**src/rtl/csq_pkg.sv**
```systemverilog
package csq_pkg;

  typedef enum logic [2:0] {
    S_LOCK  = 3'd0,
    S_IDLE  = 3'd1,
    S_ACT   = 3'd2,
    S_ON    = 3'd3,
    S_DEACT = 3'd4
  } csq_state_e;

  localparam int unsigned STEP_W = 4;

  // timeline points in half units of T
  localparam logic [STEP_W-1:0] A_VCC = 4'd3;
  localparam logic [STEP_W-1:0] A_IO  = 4'd8;
  localparam logic [STEP_W-1:0] A_RUN = 4'd14;
  localparam logic [STEP_W-1:0] D_CLK = 4'd1;
  localparam logic [STEP_W-1:0] D_IO  = 4'd2;
  localparam logic [STEP_W-1:0] D_VCC = 4'd3;
  localparam logic [STEP_W-1:0] D_END = 4'd10;

  typedef struct packed {
    logic boost;
    logic vcc;
    logic io;
    logic clk;
  } csq_en_t;

endpackage

```
**src/rtl/csq_tick.sv**
```systemverilog
module csq_tick #(
  parameter int unsigned HALF_T = 32
) (
  input  logic clk,
  input  logic rst_n,
  input  logic run,
  input  logic clr,
  output logic tick
);
  localparam int unsigned CW = (HALF_T > 1) ? $clog2(HALF_T) : 1;

  logic [CW-1:0] cnt_q, cnt_d;

  assign tick = run && (cnt_q == CW'(HALF_T - 1));

  always_comb begin
    cnt_d = cnt_q;
    if (clr || !run)  cnt_d = '0;
    else if (tick)    cnt_d = '0;
    else              cnt_d = cnt_q + 1'b1;
  end

  always_ff @(posedge clk or negedge rst_n) begin
    if (!rst_n) cnt_q <= '0;
    else        cnt_q <= cnt_d;
  end
endmodule

```
**src/rtl/csq_hold.sv**
```systemverilog
module csq_hold #(
  parameter int unsigned HOLD_CYCLES = 25000
) (
  input  logic clk,
  input  logic rst_n,
  input  logic alarm,
  output logic ready
);
  localparam int unsigned HW = $clog2(HOLD_CYCLES + 1);

  logic [HW-1:0] cnt_q, cnt_d;
  logic          cnt_en;

  assign ready  = (cnt_q == HW'(HOLD_CYCLES));
  assign cnt_en = alarm || !ready;

  always_comb begin
    cnt_d = cnt_q;
    if (alarm)       cnt_d = '0;
    else if (!ready) cnt_d = cnt_q + 1'b1;
  end

  always_ff @(posedge clk or negedge rst_n) begin
    if (!rst_n)      cnt_q <= '0;
    else if (cnt_en) cnt_q <= cnt_d;
  end
endmodule

```
**src/rtl/csq_sequencer.sv**
```systemverilog
module csq_sequencer
  import csq_pkg::*;
#(
  parameter int unsigned OSC_PER_T   = 64,
  parameter int unsigned HOLD_CYCLES = 25000
) (
  input  logic clk,
  input  logic rst_n,
  input  logic cmd_n,
  input  logic rst_req,
  input  logic pres_n,
  input  logic pres,
  input  logic ovc,
  input  logic ovt,
  input  logic alarm,
  output logic boost_en,
  output logic vcc_en,
  output logic io_en,
  output logic clk_en,
  output logic card_rst,
  output logic stat_n
);
  localparam int unsigned HALF_T = OSC_PER_T / 2;

  csq_state_e          state_q, state_d;
  logic [STEP_W-1:0]   step_q, step_d;
  csq_en_t             en_q, en_d;
  logic                gate_q, gate_d;
  logic                flt_q, flt_d;
  logic                tick, ready, present, fault, in_seq, moved, stop;

  assign present = !pres_n || pres;
  assign fault   = !present || ovc || ovt;
  assign stop    = cmd_n || fault || alarm;
  assign in_seq  = (state_q == S_ACT) || (state_q == S_DEACT);
  assign moved   = (state_d != state_q);

  csq_tick #(.HALF_T(HALF_T)) u_tick (
    .clk   (clk),
    .rst_n (rst_n),
    .run   (in_seq),
    .clr   (moved),
    .tick  (tick)
  );

  csq_hold #(.HOLD_CYCLES(HOLD_CYCLES)) u_hold (
    .clk   (clk),
    .rst_n (rst_n),
    .alarm (alarm),
    .ready (ready)
  );

  // next state
  always_comb begin
    state_d = state_q;
    unique case (state_q)
      S_LOCK:  if (cmd_n) state_d = S_IDLE;
      S_IDLE:  if (!cmd_n && present && ready && !alarm) state_d = S_ACT;
      S_ACT: begin
        if (stop)                                  state_d = S_DEACT;
        else if (tick && step_q == A_RUN - 4'd1)   state_d = S_ON;
      end
      S_ON:    if (stop) state_d = S_DEACT;
      S_DEACT: if (tick && step_q == D_END - 4'd1) state_d = cmd_n ? S_IDLE : S_LOCK;
      default: state_d = S_LOCK;
    endcase
  end

  always_comb begin
    if (moved)     step_d = '0;
    else if (tick) step_d = step_q + 1'b1;
    else           step_d = step_q;
  end

  // clock gating choice is sampled as the activation starts
  assign gate_d = (state_q == S_IDLE && state_d == S_ACT) ? rst_req : gate_q;

  // enables: set-only while activating, clear-only while deactivating
  always_comb begin
    en_d = '0;
    unique case (state_d)
      S_ACT: begin
        en_d.boost = 1'b1;
        en_d.vcc   = en_q.vcc || (step_d >= A_VCC);
        en_d.io    = en_q.io  || (step_d >= A_IO);
        en_d.clk   = en_q.clk || ((step_d >= A_IO) && !(gate_d && rst_req));
      end
      S_ON:    en_d = '1;
      S_DEACT: begin
        en_d.boost = en_q.boost;
        en_d.vcc   = en_q.vcc && (step_d < D_VCC);
        en_d.io    = en_q.io  && (step_d < D_IO);
        en_d.clk   = en_q.clk && (step_d < D_CLK);
      end
      default: en_d = '0;
    endcase
  end

  always_comb begin
    flt_d = flt_q;
    if (cmd_n) flt_d = 1'b0;
    else if ((state_q == S_ACT || state_q == S_ON) && fault) flt_d = 1'b1;
  end

  always_ff @(posedge clk or negedge rst_n) begin
    if (!rst_n) begin
      state_q <= S_LOCK;
      step_q  <= '0;
      en_q    <= '0;
      gate_q  <= 1'b0;
      flt_q   <= 1'b0;
    end else begin
      state_q <= state_d;
      step_q  <= step_d;
      en_q    <= en_d;
      gate_q  <= gate_d;
      flt_q   <= flt_d;
    end
  end

  assign boost_en = en_q.boost;
  assign vcc_en   = en_q.vcc;
  assign io_en    = en_q.io;
  assign clk_en   = en_q.clk;
  assign card_rst = (state_q == S_ON) && rst_req;
  assign stat_n   = present && !flt_q;
endmodule

```
**config.mk**
```make
export PLATFORM = sky130hd
export DESIGN_NAME = csq_sequencer
export DESIGN_NICKNAME = d
export VERILOG_FILES = /design/src/rtl/csq_pkg.sv /design/src/rtl/csq_tick.sv /design/src/rtl/csq_hold.sv /design/src/rtl/csq_sequencer.sv
export SDC_FILE = /design/constraint.sdc
export NUM_CORES = 1
export LEC_CHECK = 0
export BUFFER_PORTS_ARGS = -buffer_cell sky130_fd_sc_hd__buf_2
export CELL_PAD_IN_SITES_DETAIL_PLACEMENT = 1
export CELL_PAD_IN_SITES_GLOBAL_PLACEMENT = 1
export CORE_MARGIN = 2
export CORE_UTILIZATION = 49
export DETAILED_ROUTE_END_ITERATION = 12
export GPL_TIMING_DRIVEN = 0
export PLACE_DENSITY_LB_ADDON = 0.1
export SYNTH_ARGS = -nofsm -noshare
export SYNTH_HDL_FRONTEND = slang
export SYNTH_SLANG_ARGS = --single-unit
```
**constraint.sdc**
```tcl
create_clock -name clk -period 4.65 [get_ports clk]
set_clock_uncertainty 0.05 [all_clocks]
set_input_delay 0.2325 -clock clk [delete_from_list [all_inputs] [get_ports clk]]
set_output_delay 0.2325 -clock clk [all_outputs]
set_load 0.005 [all_outputs]
```
==> run_results.csv <==
group,metric,value,unit
run_status,outcome,"completed",
detailed_routing,routed_wirelength,4370,um
power,power.static_leakage,0.962,nW
logic_synthesis,ys_seq_area_frac,0.444,
die,std_cell_rows,22,
sta,grt_setup_unrepaired,"no",
detailed_routing,route.detailed.vias_per_inst,5.63,
logic_synthesis,number_of_synthesized_register_bits,33,
logic_synthesis,synth-async-reset-ratio,1.00,
power,fin_total_pwr,597,uW
sta,setup_slack,1.73,ns
critical_path,r2r.worst_path.cells,9,
critical_path,worstSetupStartpointType,"flop",
sta,hold_slack,0.121,ns
cts,ctsRootBufferMaster,"sky130_fd_sc_hd__clkbuf_8",
hold_path,min_path_type,"in2reg",
global_route,grtUsageTotal,0.235,
placement,pre_cts_slack,1.71,ns
die,floorplan.io_pins,15,
logic_synthesis,synthCells,198,
critical_path,cp_data_arrival_time,3.02,ns
critical_path,worst-endpoint-required,4.75,ns
sta,slew-limit-headroom,0.502,
layout,layout.cells.most_common,"sky130_fd_sc_hd__dfrtp_1",
job,max_cap_violations,0,
die,effective_utilization_at_floorplan,0.509,
critical_path,critical_path.endpoint_type,"flop",
detailed_routing,drt-wirelength-per-cell,16.3,um
layout,fillers,441,
detailed_routing,drt_first_iter_violations,84,
die,die_span_y,65.6,um
critical_path,reg2reg_from,"u_tick.cnt_q[0]$_DFF_PN0_",
detailed_routing,drt_first_pass_iters,4,
sta,setup_total_negative_slack,0,ns
cts,clock_tree.buffer_depth,2,
cts,clkTransAtPathRegs,0.06,ns
detailed_routing,via_count,1510,
logic_synthesis,synth_largest_area_cell,"sky130_fd_sc_hd__dfrtp_1",
logic_synthesis,synth.top_cells.by_area,"sky130_fd_sc_hd__dfrtp_1 44%, sky130_fd_sc_hd__nor2_1 6.3%, sky130_fd_sc_hd__xor2_1 6.1%",
critical_path,path_max_fanout,9,
cts,total_setup_buffers_inserted_after_cts,0,
sta,timing.final.setup_violations,0,
placement,finalWeightedCongestion,0.867,
sta,period_utilisation_layout,0.628,
sta,worstMarginPinSlew,0.747,ns
logic_synthesis,synth.net_count,213,
critical_path,reg2reg_to,"io_en$_DFF_PN0_",
logic_synthesis,avgSynthCellArea,9.40,um^2
global_route,number_of_global_route_vias_before_repair,1639,
die,die_width,65.6,um
critical_path,critical-path-top-cell-by-count,"sky130_fd_sc_hd__ha_1",
layout,multi_input_gate_area_in_the_final_layout,981,um^2
critical_path,crit_type,"reg2reg",
logic_synthesis,synth_edf_count,0,
layout,final_core_util,0.570,
critical_path,cp.depth,9,
die,fp.dieArea,4310,um^2
layout,final-seq-area,826,um^2
die,core,3660,um^2
sta,final_period_minus_worst_setup_slack,2.92,ns
critical_path,crit_family,"simple AND/OR/NAND/NOR gates",
placement,buffer_ports.inserted,14,
detailed_routing,ant_nets,0,
cts,cts_repair_resize_count,0,
logic_synthesis,synth_warnings,0,
sta,maxClockFrequency,0.343,GHz
power,irDropWorstVdd,0.161,mV
cts,cts-htree-levels,2,
layout,drive_above_1_share,0.141,
layout,area.growth.synth_to_final,12.2,%
sta,report.final.slew_viol_count,0,
critical_path,reg2reg_slack,1.73,ns
global_route,grt_start_max_net_pins,34,
layout,diodes,0,
logic_synthesis,post_synthesis_cell_area,1860,um^2
global_route,antenna_found_initial,0,
sta,timing_hold_violations_final,0,
critical_path,worstPathCellList,"ha_1 -> and3_1 -> ha_1 -> a41oi_1 -> nor4_1 -> mux2_2 -> o32ai_4 -> nand2b_2 -> o221ai_2",
critical_path,crit_end,"io_en$_DFF_PN0_",
layout,mostFrequentLayoutCells,"33 x sky130_fd_sc_hd__dfrtp_1, 31 x sky130_fd_sc_hd__nor2_1, 16 x sky130_fd_sc_hd__buf_2",
critical_path,startpoint,"u_tick.cnt_q[0]$_DFF_PN0_",
layout,layout.nets,235,
global_route,wire_length_of_the_first_global_routing_pass,7570,um
critical_path,worst_path_max_delay_cell,"sky130_fd_sc_hd__o32ai_4",
detailed_routing,drc,0,
cts,cts_buffers,5,
logic_synthesis,postSynth.topFlopCell,"sky130_fd_sc_hd__dfrtp_1",
global_route,grt_overflow,0,
critical_path,critPathBufInv,0,
cts,tritoncts,"built",
logic_synthesis,netlist.area_leader.share,0.444,
placement,detailed_place_hpwl,3270,um
cts,insertion_delay,0.28,ns
cts,clock_sink_count,33,
power,power.density,286,nW/um^2
logic_synthesis,yosysUniqueCellTypes,46,
critical_path,cpPeakStageDelay,0.46,ns
[worst reg2reg max path, stage by stage, from the launching register on]
cell and delay (ns):
sky130_fd_sc_hd__dfrtp_1 0.37, sky130_fd_sc_hd__ha_1 0.19, sky130_fd_sc_hd__and3_1 0.16, sky130_fd_sc_hd__ha_1 0.21, sky130_fd_sc_hd__a41oi_1 0.18, sky130_fd_sc_hd__nor4_1 0.39, sky130_fd_sc_hd__mux2_2 0.42, sky130_fd_sc_hd__o32ai_4 0.46
sky130_fd_sc_hd__nand2b_2 0.26, sky130_fd_sc_hd__o221ai_2 0.10
[report_power, final]
| group | switching (mW) | internal [mW] | total (mW) | leakage [nW] |
|---|---|---|---|---|
| Combinational | 0.0437 | 0.0310 | 0.0746 | 0.464 |
| Clock | 0.0987 | 0.117 | 0.216 | 0.0443 |
| Sequential | 0.0128 | 0.294 | 0.306 | 0.454 |
| Total | 0.155 | 0.442 | 0.597 | 0.962 |
[logic make-up after synthesis]
family	after synthesis	share of synthesized area
compound gates	30	0.122
flops	33	0.444
buf+inv	14	0.0296
xor+xnor	19	0.0894
mux	3	0.0181
fa+ha+maj	6	0.0403
simple gates	93	0.257
[sequential cells by signal, summed over array words and instances, names as in the netlist]
signal / flops
u_tick.cnt_q: 5
boost_en: 1
clk_en: 1
gate_q: 1
io_en: 1
state_q: 3
flt_q: 1
vcc_en: 1
step_q: 4
u_hold.cnt_q: 15
[area by class of cell]
class                      instances  area share
multi-input combinational        151       0.470
sequential                        33       0.395
clock buffer                       7      0.0413
timing repair buffer              15      0.0383
tap                               48      0.0288
inverter                           9      0.0162
buffer                             5      0.0102
[metrics by stage]
| stage | instances | area (um^2) |
|---|---|---|
| after floorplan | 198 | 1860 |
| after CTS | 268 | 2090 |
| after global routing | 268 | 2090 |
| after global placement | 260 | 1990 |
| final | 268 | 2090 |
| after detailed placement | 260 | 1990 |
[Yosys cell counts (2+ instances only)]
cell	count
sky130_fd_sc_hd__nor4bb_1	2
sky130_fd_sc_hd__xnor2_1	6
sky130_fd_sc_hd__mux2_2	3
sky130_fd_sc_hd__a31oi_1	2
sky130_fd_sc_hd__nand2_1	14
sky130_fd_sc_hd__o21bai_1	2
sky130_fd_sc_hd__or2_1	2
sky130_fd_sc_hd__o21ai_0	6
sky130_fd_sc_hd__nand3_1	9
sky130_fd_sc_hd__and3_1	5
sky130_fd_sc_hd__buf_2	2
sky130_fd_sc_hd__nand2b_1	4
sky130_fd_sc_hd__and2_1	4
sky130_fd_sc_hd__nor4_1	2
sky130_fd_sc_hd__xor2_1	13
sky130_fd_sc_hd__ha_1	6
sky130_fd_sc_hd__clkbuf_1	3
sky130_fd_sc_hd__nor3_1	6
sky130_fd_sc_hd__inv_1	9
sky130_fd_sc_hd__a41oi_1	2
sky130_fd_sc_hd__nor2b_1	3
sky130_fd_sc_hd__dfrtp_1	33
sky130_fd_sc_hd__a21oi_1	7
sky130_fd_sc_hd__nor2_1	31
[metal layers]
layer | part of all wire | track usage | vias to the layer above
met5 | 0 | 0 | -
met4 | 0.014 | 0.0807 | 0
met3 | 0.031 | 0.0497 | 6
met2 | 0.48 | 0.386 | 25
met1 | 0.47 | 0.307 | 750
li1 | - | - | 729
[how the worst min path moves through the flow]
stage           from                   end  cells after the start
6_report       cmd_n     flt_q$_DFFE_PN0P_                      2
5_1_grt        cmd_n     flt_q$_DFFE_PN0P_                      2
4_1_cts        cmd_n     flt_q$_DFFE_PN0P_                      2
3_3_place_gp   rst_n   step_q[0]$_DFF_PN0_                      1
3_5_place_dp   rst_n   step_q[0]$_DFF_PN0_                      1
2_1_floorplan  rst_n  boost_en$_DFFE_PN0N_                      0
[timing repair]
| item | 4_1_cts | 5_1_grt |
|---|---|---|
| hold buffers | 1 | 0 |
| endpoints found under the setup margin | 0 | 0 |
| endpoints found under the hold margin | 33 | 0 |
Note: power is estimated with default switching activity, not from simulation.
